### src/rtl/mic_pkg.sv
package mic_pkg;
  typedef enum logic [2:0] {
    CMD_READ   = 3'd0,
    CMD_WRITE  = 3'd1,
    CMD_LDLOCK = 3'd2,
    CMD_STCOND = 3'd3,
    CMD_SWAP   = 3'd4
  } cmd_e;

  typedef enum logic [1:0] {
    ST_IDLE       = 2'd0,
    ST_WAIT_RETRY = 2'd1,
    ST_WAIT_RESP  = 2'd2
  } state_e;
endpackage

### src/rtl/mic_cmd_map.sv
module mic_cmd_map
  import mic_pkg::*;
(
  input  logic is_write,
  input  logic locked,
  input  logic swap,
  output cmd_e cmd
);
  always_comb begin
    if (!is_write)   cmd = locked ? CMD_LDLOCK : CMD_READ;
    else if (swap)   cmd = CMD_SWAP;
    else if (locked) cmd = CMD_STCOND;
    else             cmd = CMD_WRITE;
  end
endmodule

### src/rtl/mic_lock_mon.sv
module mic_lock_mon #(
  parameter int AW = 16
) (
  input  logic          clk,
  input  logic          rst_n,
  input  logic          set_en,
  input  logic [AW-1:0] set_addr,
  input  logic          clr_ext,
  input  logic          consume,
  input  logic [AW-1:0] chk_addr,
  output logic          hit
);
  logic          vld_q;
  logic [AW-1:0] addr_q;

  always_ff @(posedge clk) begin
    if (!rst_n) begin
      vld_q  <= 1'b0;
      addr_q <= '0;
    end else if (set_en) begin
      // a fresh reservation outranks any clear in the same cycle
      vld_q  <= 1'b1;
      addr_q <= set_addr;
    end else if (clr_ext || consume) begin
      vld_q  <= 1'b0;
    end
  end

  assign hit = vld_q && (addr_q == chk_addr);
endmodule

### src/rtl/mic_done_reg.sv
module mic_done_reg #(
  parameter int TW = 3,
  parameter int DW = 32
) (
  input  logic          clk,
  input  logic          rst_n,
  input  logic          fire,
  input  logic          sc_fail_in,
  input  logic [TW-1:0] tag_in,
  input  logic [DW-1:0] data_in,
  output logic          done_valid,
  output logic          done_sc_fail,
  output logic [TW-1:0] done_tag,
  output logic [DW-1:0] done_data
);
  always_ff @(posedge clk) begin
    if (!rst_n) begin
      done_valid   <= 1'b0;
      done_sc_fail <= 1'b0;
      done_tag     <= '0;
      done_data    <= '0;
    end else begin
      done_valid   <= fire;
      done_sc_fail <= fire && sc_fail_in;
      if (fire) begin
        done_tag  <= tag_in;
        done_data <= data_in;
      end
    end
  end
endmodule

### src/rtl/mem_issue_ctrl.sv
module mem_issue_ctrl
  import mic_pkg::*;
#(
  parameter int AW = 16,
  parameter int DW = 32,
  parameter int TW = 3,
  localparam int NTAG = 1 << TW
) (
  input  logic            clk,
  input  logic            rst_n,
  input  logic            acc_valid,
  output logic            acc_ready,
  input  logic            acc_write,
  input  logic            acc_locked,
  input  logic            acc_swap,
  input  logic [TW-1:0]   acc_tag,
  input  logic [AW-1:0]   acc_addr,
  input  logic [DW-1:0]   acc_wdata,
  output logic            req_valid,
  input  logic            req_ready,
  output logic [2:0]      req_cmd,
  output logic [AW-1:0]   req_addr,
  output logic [DW-1:0]   req_wdata,
  output logic [TW-1:0]   req_tag,
  input  logic            retry_strobe,
  input  logic            rsp_valid,
  input  logic [TW-1:0]   rsp_tag,
  input  logic [DW-1:0]   rsp_data,
  input  logic [NTAG-1:0] squash_mask,
  input  logic            lock_clear,
  output logic            done_valid,
  output logic [TW-1:0]   done_tag,
  output logic [DW-1:0]   done_data,
  output logic            done_sc_fail,
  output logic [1:0]      ctl_state
);
  state_e        st_q, st_d;
  cmd_e          new_cmd;
  cmd_e          sv_cmd;
  logic [AW-1:0] sv_addr;
  logic [DW-1:0] sv_wdata;
  logic [TW-1:0] sv_tag;
  logic          sq_q;
  logic          lk_hit;

  logic acc_fire, sc_try, sc_fail, issue_new, send_ok;
  logic rsp_hit, squashed, done_fire, ll_done;

  mic_cmd_map u_map (
    .is_write (acc_write),
    .locked   (acc_locked),
    .swap     (acc_swap),
    .cmd      (new_cmd)
  );

  assign acc_ready = (st_q == ST_IDLE);
  assign acc_fire  = acc_valid && acc_ready;
  assign sc_try    = acc_fire && (new_cmd == CMD_STCOND);
  assign sc_fail   = sc_try && !lk_hit;
  assign issue_new = acc_fire && !sc_fail;

  // request port: new access straight through when idle, held copy otherwise
  assign req_valid = issue_new || ((st_q == ST_WAIT_RETRY) && retry_strobe);
  assign req_cmd   = (st_q == ST_IDLE) ? new_cmd   : sv_cmd;
  assign req_addr  = (st_q == ST_IDLE) ? acc_addr  : sv_addr;
  assign req_wdata = (st_q == ST_IDLE) ? acc_wdata : sv_wdata;
  assign req_tag   = (st_q == ST_IDLE) ? acc_tag   : sv_tag;
  assign send_ok   = req_valid && req_ready;

  assign rsp_hit   = (st_q == ST_WAIT_RESP) && rsp_valid && (rsp_tag == sv_tag);
  assign squashed  = sq_q || squash_mask[sv_tag];
  assign done_fire = sc_fail || (rsp_hit && !squashed);
  assign ll_done   = rsp_hit && !squashed && (sv_cmd == CMD_LDLOCK);

  always_comb begin
    st_d = st_q;
    unique case (st_q)
      ST_IDLE:       if (issue_new) st_d = send_ok ? ST_WAIT_RESP : ST_WAIT_RETRY;
      ST_WAIT_RETRY: if (send_ok)   st_d = ST_WAIT_RESP;
      ST_WAIT_RESP:  if (rsp_hit)   st_d = ST_IDLE;
      default:                      st_d = ST_IDLE;
    endcase
  end

  always_ff @(posedge clk) begin
    if (!rst_n) begin
      st_q     <= ST_IDLE;
      sv_cmd   <= CMD_READ;
      sv_addr  <= '0;
      sv_wdata <= '0;
      sv_tag   <= '0;
      sq_q     <= 1'b0;
    end else begin
      st_q <= st_d;
      if (issue_new) begin
        sv_cmd   <= new_cmd;
        sv_addr  <= acc_addr;
        sv_wdata <= acc_wdata;
        sv_tag   <= acc_tag;
        sq_q     <= squash_mask[acc_tag];
      end else if (st_q != ST_IDLE) begin
        sq_q     <= squashed;
      end
    end
  end

  mic_lock_mon #(.AW(AW)) u_lock (
    .clk      (clk),
    .rst_n    (rst_n),
    .set_en   (ll_done),
    .set_addr (sv_addr),
    .clr_ext  (lock_clear),
    .consume  (sc_try),
    .chk_addr (acc_addr),
    .hit      (lk_hit)
  );

  mic_done_reg #(.TW(TW), .DW(DW)) u_done (
    .clk          (clk),
    .rst_n        (rst_n),
    .fire         (done_fire),
    .sc_fail_in   (sc_fail),
    .tag_in       (sc_fail ? acc_tag : sv_tag),
    .data_in      (sc_fail ? '0 : rsp_data),
    .done_valid   (done_valid),
    .done_sc_fail (done_sc_fail),
    .done_tag     (done_tag),
    .done_data    (done_data)
  );

  assign ctl_state = st_q;
endmodule

### config.mk
export PLATFORM = sky130hd
export DESIGN_NAME = mem_issue_ctrl
export DESIGN_NICKNAME = d
export VERILOG_FILES = /design/src/rtl/mic_pkg.sv /design/src/rtl/mic_cmd_map.sv /design/src/rtl/mic_lock_mon.sv /design/src/rtl/mic_done_reg.sv /design/src/rtl/mem_issue_ctrl.sv
export SDC_FILE = /design/constraint.sdc
export NUM_CORES = 1
export LEC_CHECK = 0
export ABC_AREA = 1
export BUFFER_PORTS_ARGS = -buffer_cell sky130_fd_sc_hd__buf_2
export CAP_MARGIN = 20
export CORE_AREA = 10 10 159 102
export DETAILED_ROUTE_END_ITERATION = 12
export DIE_AREA = 0 0 169 112
export GPL_TIMING_DRIVEN = 0
export PLACE_DENSITY = 0.72
export SETUP_SLACK_MARGIN = 0.1
export SLEW_MARGIN = 0
export SYNTH_ARGS = -nofsm -noshare
export SYNTH_HDL_FRONTEND = slang
export SYNTH_SLANG_ARGS = --single-unit
### constraint.sdc
create_clock -name clk -period 1.5 [get_ports clk]
set_clock_uncertainty 0.15 [all_clocks]
set_input_delay 0.075 -clock clk [delete_from_list [all_inputs] [get_ports clk]]
set_output_delay 0.075 -clock clk [all_outputs]
set_load 0.01 [all_outputs]
==> results of run 1 <==
## cell usage in the layout, fill, tap and decap left out, drive strengths merged, types with 2 or more instances in the layout
cell | netlist | layout
o21ai | 135 | 135
xnor2 | 4 | 4
clkinvlp | 0 | 2
a21oi | 90 | 90
nand3 | 22 | 22
clkinv | 1 | 2
inv | 94 | 96
nor3 | 19 | 19
or2 | 2 | 2
nand4 | 2 | 2
nor2 | 56 | 56
dlygate4sd3 | 0 | 86
clkbuf | 19 | 32
dfxtp | 111 | 111
buf | 26 | 297
nand2 | 147 | 147
diode | 0 | 2
## flip-flops by register name, summed over array words and instances (netlist names)
name / count
sv_wdata: 32
u_done.done_data: 32
sv_addr: 16
u_lock.addr_q: 16
sv_cmd: 3
sv_tag: 3
u_done.done_tag: 3
ctl_state: 2
sq_q: 1
u_done.done_sc_fail: 1
u_done.done_valid: 1
u_lock.vld_q: 1
## cells by family (layout without fill, tap and decap cells)
logic type / count (synthesis) / after routing / synth area share
simple gates: 250 / 250 / 0.2191
compound gates: 226 / 226 / 0.2294
buf+inv: 140 / 515 / 0.1163
flops: 111 / 111 / 0.4285
xor+xnor: 4 / 4 / 0.006754
other cells: 0 / 2 / 0
## layer usage
metal  part of all wire  GRT usage  wire (µm)
met5                  0          0          0
met4              0.056    0.06304       1505
met3              0.092    0.06674       2486
met2               0.46     0.3578      12490
met1               0.39     0.2776      10530
## critical path, cell delays in order (launching register included)
cell and delay, ps:
dfxtp_1 340, inv_2 70, nand2_1 120, o21ai_2 90
inv_1 100, nand3_1 150, nor2_2 200, nand2_1 120
nand2_2 130, nand2_4 70, buf_4 170, buf_8 160
buf_8 160, a21oi_1 210
## per-stage QoR
step	power [µW]	hold WS, ps	instances	setup slack (ps)	cell area (µm²)
final	10210	124.6	1283	-812.9	10280
after detailed placement	5462	177.8	1104	-524.9	6751
after floorplan	4594	61.36	731	-58.01	5542
after global placement	5438	174.9	1104	-528.2	6751
after CTS	9165	3.229	1265	-422.5	9316
after global routing	10510	126.8	1283	-835.9	10280
## worst paths after layout
path / cells after the start / endpoint / from / slack, ps
hold / removal: 5 / sv_cmd[2] / acc_write / 120
setup / recovery: 13 / sv_addr[14] / u_lock.addr_q[13] / -810
setup reg to reg: 13 / sv_addr[14] / u_lock.addr_q[13] / -810
hold reg to reg: 2 / u_lock.addr_q[8] / u_lock.addr_q[8] / 320
## power by group
part,switching (µW),total (µW),internal [µW]
Clock,1180,2410,1230
Combinational,2350,4490,2140
Sequential,143,3310,3170
Total,3680,10200,6540
## timing repair
item / CTS / global route
endpoints found under the hold margin: 90 / 0
setup buffers: 42 / 18
cloned: 18 / 3
resized for setup: 246 / 208
endpoints found under the setup margin: 167 / 167
hold buffers: 86 / 0
pin swaps: 13 / 21
## final cells by class
cell class              count  area (µm²)
repair buffers            361        2928
diodes                      2       5.005
fillers                   827        3058
multi-input cells         480        3557
clock buffers              11       252.7
clock inverters             5       38.79
inverters                  95       372.9
plain buffers              43       660.6
flip-flops and latches    111        2245
well taps                 175       219.0
==> results.py, run 1 <==
metrics = {
    "worst_setup_path": {
        "critPathKind": "flop to flop",
        "cp.required_ps": 1610,
        "arrival_ps": 2430,
        "critical_path.endpoint_type": "flop",
        "path_max_fanout": 10,
        "critPathLaunchType": "flop",
    },
    "clock_tree": {
        "cts_made_buffers": 9,
        "cts_tree": "built",
        "htree_levels": 3,
        "path_clk_slew_ps": 70,
        "cts_buffer_depth": 2,
        "cts-root-buf": "clkbuf_16",
        "cts.sinks": 111,
        "clkLatencyLatePin_ps": 350,
    },
    "synth": {
        "synth.avg_cell_area_um2": 7.095,
        "async_reset_ff_frac": 0,
        "yosys_warnings": 0,
        "synth-edff-count": 0,
        "synth_top_area_frac": 0.4285,
        "ys_types": 31,
        "netlist_instances": 731,
        "synthTopCellsByCount": "nand2_1 (133), o21ai_0 (123), dfxtp_1 (111), inv_1 (92), a21oi_1 (75)",
        "syn_area_um2": 5186,
        "yosysMostFrequentCell": "nand2_1",
        "ys.flop_type": "dfxtp_1",
        "synth_area_leaders": "dfxtp_1 (43%), o21ai_0 (12%), nand2_1 (9.6%)",
        "synth-seq-cells": 111,
        "yosysSeqAreaShare": 0.4285,
        "synth_nets": 835,
        "yosys.area.top_type": "dfxtp_1",
    },
    "layout": {
        "final_nets": 1205,
        "post-route-util": 0.7707,
        "syn_to_final_growth_pct": 98.19,
        "drive_gt1_frac": 0.5732,
    },
    "sta": {
        "worst_pin_slew_ps": 973.0,
        "worst_slack_ps": -812.9,
        "period_needed_ps": 2313,
        "final.setup.tns_ps": -93140,
        "final_max_slew_viol_count": 0,
        "fmax_ghz": 0.4324,
        "final-setup-viol-count": 167,
        "relSlewSlack": 0.3513,
        "hold_violations": 0,
        "rsz0062_at_grt": "true",
        "fin_crit_sh": 1.542,
    },
    "global_route": {
        "grt_pass1_wl_um": 34170,
        "antenna_found_initial": 2,
        "overflow": 0,
        "track_usage": 0.2207,
        "grt_pass1_vias": 6521,
        "grt_max_degree": 19,
    },
    "placed_design": {
        "gp_congestion": 0.8580,
        "port_buffers": 198,
        "hpwlAfterDp_um": 13610,
    },
    "power": {
        "p_leak_uw": 0.004534,
        "cellPowerDensity_nw_per_um2": 993.6,
        "ir_worst_vdd_mv": 0.8160,
    },
    "floorplanning": {
        "core_area_um2": 13340,
        "num_rows": 33,
        "dieWidth_um": 169,
        "dieArea_um2": 18930,
        "die_h_um": 112,
        "start_util": 0.3889,
        "io_pins": 199,
    },
    "routing": {
        "vias_per_cell": 5.415,
        "dr_total_vias": 6948,
        "drt_iter0_markers": 641,
        "wl_per_cell_um": 21.05,
        "drc_errors": 0,
        "final_antenna_net_count": 0,
        "postRouteWirelength_um": 27010,
        "first_pass_iters": 5,
    },
    "min_path": {
        "hold_path.class": "input port to flop",
    },
    "run": {
        "timing.max_cap.violations": 0,
    },
    "status": {
        "status": "complete, but fails checks",
        "violations": "setup timing",
    },
}
Power figures use the tool's default switching activity.
==> run 2: changes to the inputs <==
--- a/config.mk
+++ b/config.mk
@@ -13,7 +13,7 @@
 export DIE_AREA = 0 0 169 112
 export GPL_TIMING_DRIVEN = 0
 export PLACE_DENSITY = 0.72
-export SETUP_SLACK_MARGIN = 0.1
+export SETUP_SLACK_MARGIN = 0.5
 export SLEW_MARGIN = 0
 export SYNTH_ARGS = -nofsm -noshare
 export SYNTH_HDL_FRONTEND = slang
==> run 2 against run 1 <==
  * Highest routed layer unchanged
  * Die area stayed put
  * Combinational power down 20%
  * The flow still finishes with violations (setup timing)
  * Final area is 11% lower
  * Register-to-register slack better by 320 ps
  * Critical path type unchanged
  * Largest power group unchanged
==> results.py, run 2 (same netlist as run 1, synthesis figures left out) <==
metrics = {
    "global_route": {
        "antenna_found_initial": 0,
        "overflow": 0,
        "grt_max_degree": 18,
        "grt_pass1_vias": 6023,
        "track_usage": 0.2012,
        "grt_pass1_wl_um": 31420,
    },
    "placed_design": {
        "hpwlAfterDp_um": 13570,
        "gp_congestion": 0.8626,
        "port_buffers": 198,
        "place_ws_ps": -383.7,
    },
    "power": {
        "cellPowerDensity_nw_per_um2": 1022,
        "p_leak_uw": 0.004118,
        "ir_worst_vdd_mv": 0.6728,
    },
    "sta": {
        "rsz0062_at_grt": "true",
        "relSlewSlack": 0.5200,
        "fin_crit_sh": 1.327,
        "final.setup.tns_ps": -53950,
        "worst_slack_ps": -490.4,
        "final_max_slew_viol_count": 0,
        "final-setup-viol-count": 167,
        "hold_violations": 0,
        "period_needed_ps": 1990,
        "fmax_ghz": 0.5024,
        "worst_pin_slew_ps": 720.1,
    },
    "clock_tree": {
        "cts_made_buffers": 9,
        "cts_buffer_depth": 2,
        "htree_levels": 3,
        "path_clk_slew_ps": 80,
        "cts_tree": "built",
        "cts.sinks": 111,
        "cts-root-buf": "clkbuf_16",
        "clkLatencyLatePin_ps": 350,
    },
    "routing": {
        "postRouteWirelength_um": 20160,
        "first_pass_iters": 5,
        "vias_per_cell": 4.890,
        "wl_per_cell_um": 16.34,
        "dr_total_vias": 6034,
        "final_antenna_net_count": 0,
        "drt_iter0_markers": 301,
        "drc_errors": 0,
    },
    "floorplanning": {
        "die_h_um": 112,
        "start_util": 0.3889,
        "dieWidth_um": 169,
        "num_rows": 33,
        "dieArea_um2": 18930,
        "io_pins": 199,
        "core_area_um2": 13340,
    },
    "worst_setup_path": {
        "path_max_fanout": 10,
        "cpPeakStageDelay_ps": 340,
        "cp.required_ps": 1590,
        "crit_buf_inv": 4,
        "critPathKind": "flop to flop",
        "crit_top_cell": "nand2_1",
        "worst_r2r_endpoint": "sv_wdata[13]",
        "worstPathCellList": "inv_2, nand2_1, nand2_1, nor2_1, nand3_1, nor2_1, nand2_1, nand2_2, nand2_4, buf_8, buf_6, buf_8, o21ai_1, a21oi_1",
        "r2r_start": "u_lock.addr_q[7]",
        "ff2ff_path_depth": 14,
        "critPathLaunchType": "flop",
        "r2r_slack_ps": -490,
        "crit_family": "simple AND/OR/NAND/NOR gates",
        "critical_path.endpoint_type": "flop",
        "arrival_ps": 2080,
        "cpMaxStageDelayCell": "dfxtp_2",
    },
    "layout": {
        "final_nets": 1158,
        "diodes": 0,
        "drive_gt1_frac": 0.4901,
        "layout_commonest_cell": "buf_2",
        "final_cell_mix": "buf_2 (192), dfxtp_1 (100), nand2_1 (96)",
        "syn_to_final_growth_pct": 76.09,
        "reg_top3": "sv_wdata (32), u_done.done_data (32)",
    },
    "min_path": {
        "hold_start": "rst_n",
        "hold_path_end": "u_done.done_data[0]",
        "hold_path.class": "input port to flop",
        "whs_path_depth": 3,
    },
    "status": {
        "status": "complete, but fails checks",
        "violations": "setup timing",
    },
    "run": {
        "timing.max_cap.violations": 0,
    },
}
==> run 2: layer usage <==
| layer | part of all wire | track usage | vias up |
|---|---|---|---|
| li1 | - | - | 3009 |
| met1 | 0.46 | 0.2678 | 2798 |
| met2 | 0.44 | 0.3113 | 211 |
| met3 | 0.083 | 0.06287 | 16 |
| met4 | 0.012 | 0.04527 | 0 |
| met5 | 0 | 0 | - |
==> run 2: worst max path at each step <==
stage / startpoint / cells after the start / slack (ps) / end
6_report: u_lock.addr_q[7] / 14 / -490 / sv_wdata[13]
5_1_grt: u_lock.addr_q[7] / 14 / -580 / sv_wdata[13]
4_1_cts: u_lock.addr_q[6] / 12 / -440 / req_valid
3_5_place_dp: u_lock.addr_q[8] / 12 / -380 / u_done.done_data[6]
3_3_place_gp: u_lock.addr_q[8] / 12 / -360 / u_done.done_data[22]
2_1_floorplan: sv_tag[0] / 12 / -60 / u_done.done_data[10]
==> run 2: layout make-up <==
| type | instances | area [µm²] |
|---|---|---|
| plain buffers | 45 | 631.9 |
| repair buffers | 311 | 2243 |
| flip-flops and latches | 111 | 2243 |
| clock buffers | 11 | 242.7 |
| well taps | 175 | 219.0 |
| fillers | 1091 | 4204 |
| inverters | 95 | 361.6 |
| clock inverters | 5 | 56.30 |
| multi-input cells | 481 | 3134 |
==> run 2: worst min-delay path, cell delays in order <==
cell and delay (ps):
buf_2 190, nand2_4 150, nor3_1 50
==> run 2: what timing repair did <==
item,CTS,global route
endpoints found under the setup margin,206,206
resized for setup,63,91
setup buffers,12,7
gates cloned,4,4
endpoints found under the hold margin,89,1
hold buffers,86,1
pin swaps,8,16
==> run 2: power breakdown <==
part	switching, µW	internal (µW)
combinational	1890	1680
sequential	106	3170
clock	1140	1340
total	3140	6190
==> run 2: through the flow <==
step                hold WS (ps)  power (µW)  std cells  cell area, µm²    util
floorplan                  59.69        4964        731            5843       -
detailed placement         176.7        5851       1104            7053  0.5288
finish                     13.09        9333       1234            9133  0.6848
global placement           174.0        5825       1104            7053  0.5288
global route               21.96        9777       1234            9133  0.6848
CTS                       -93.54        8974       1222            8683  0.6511
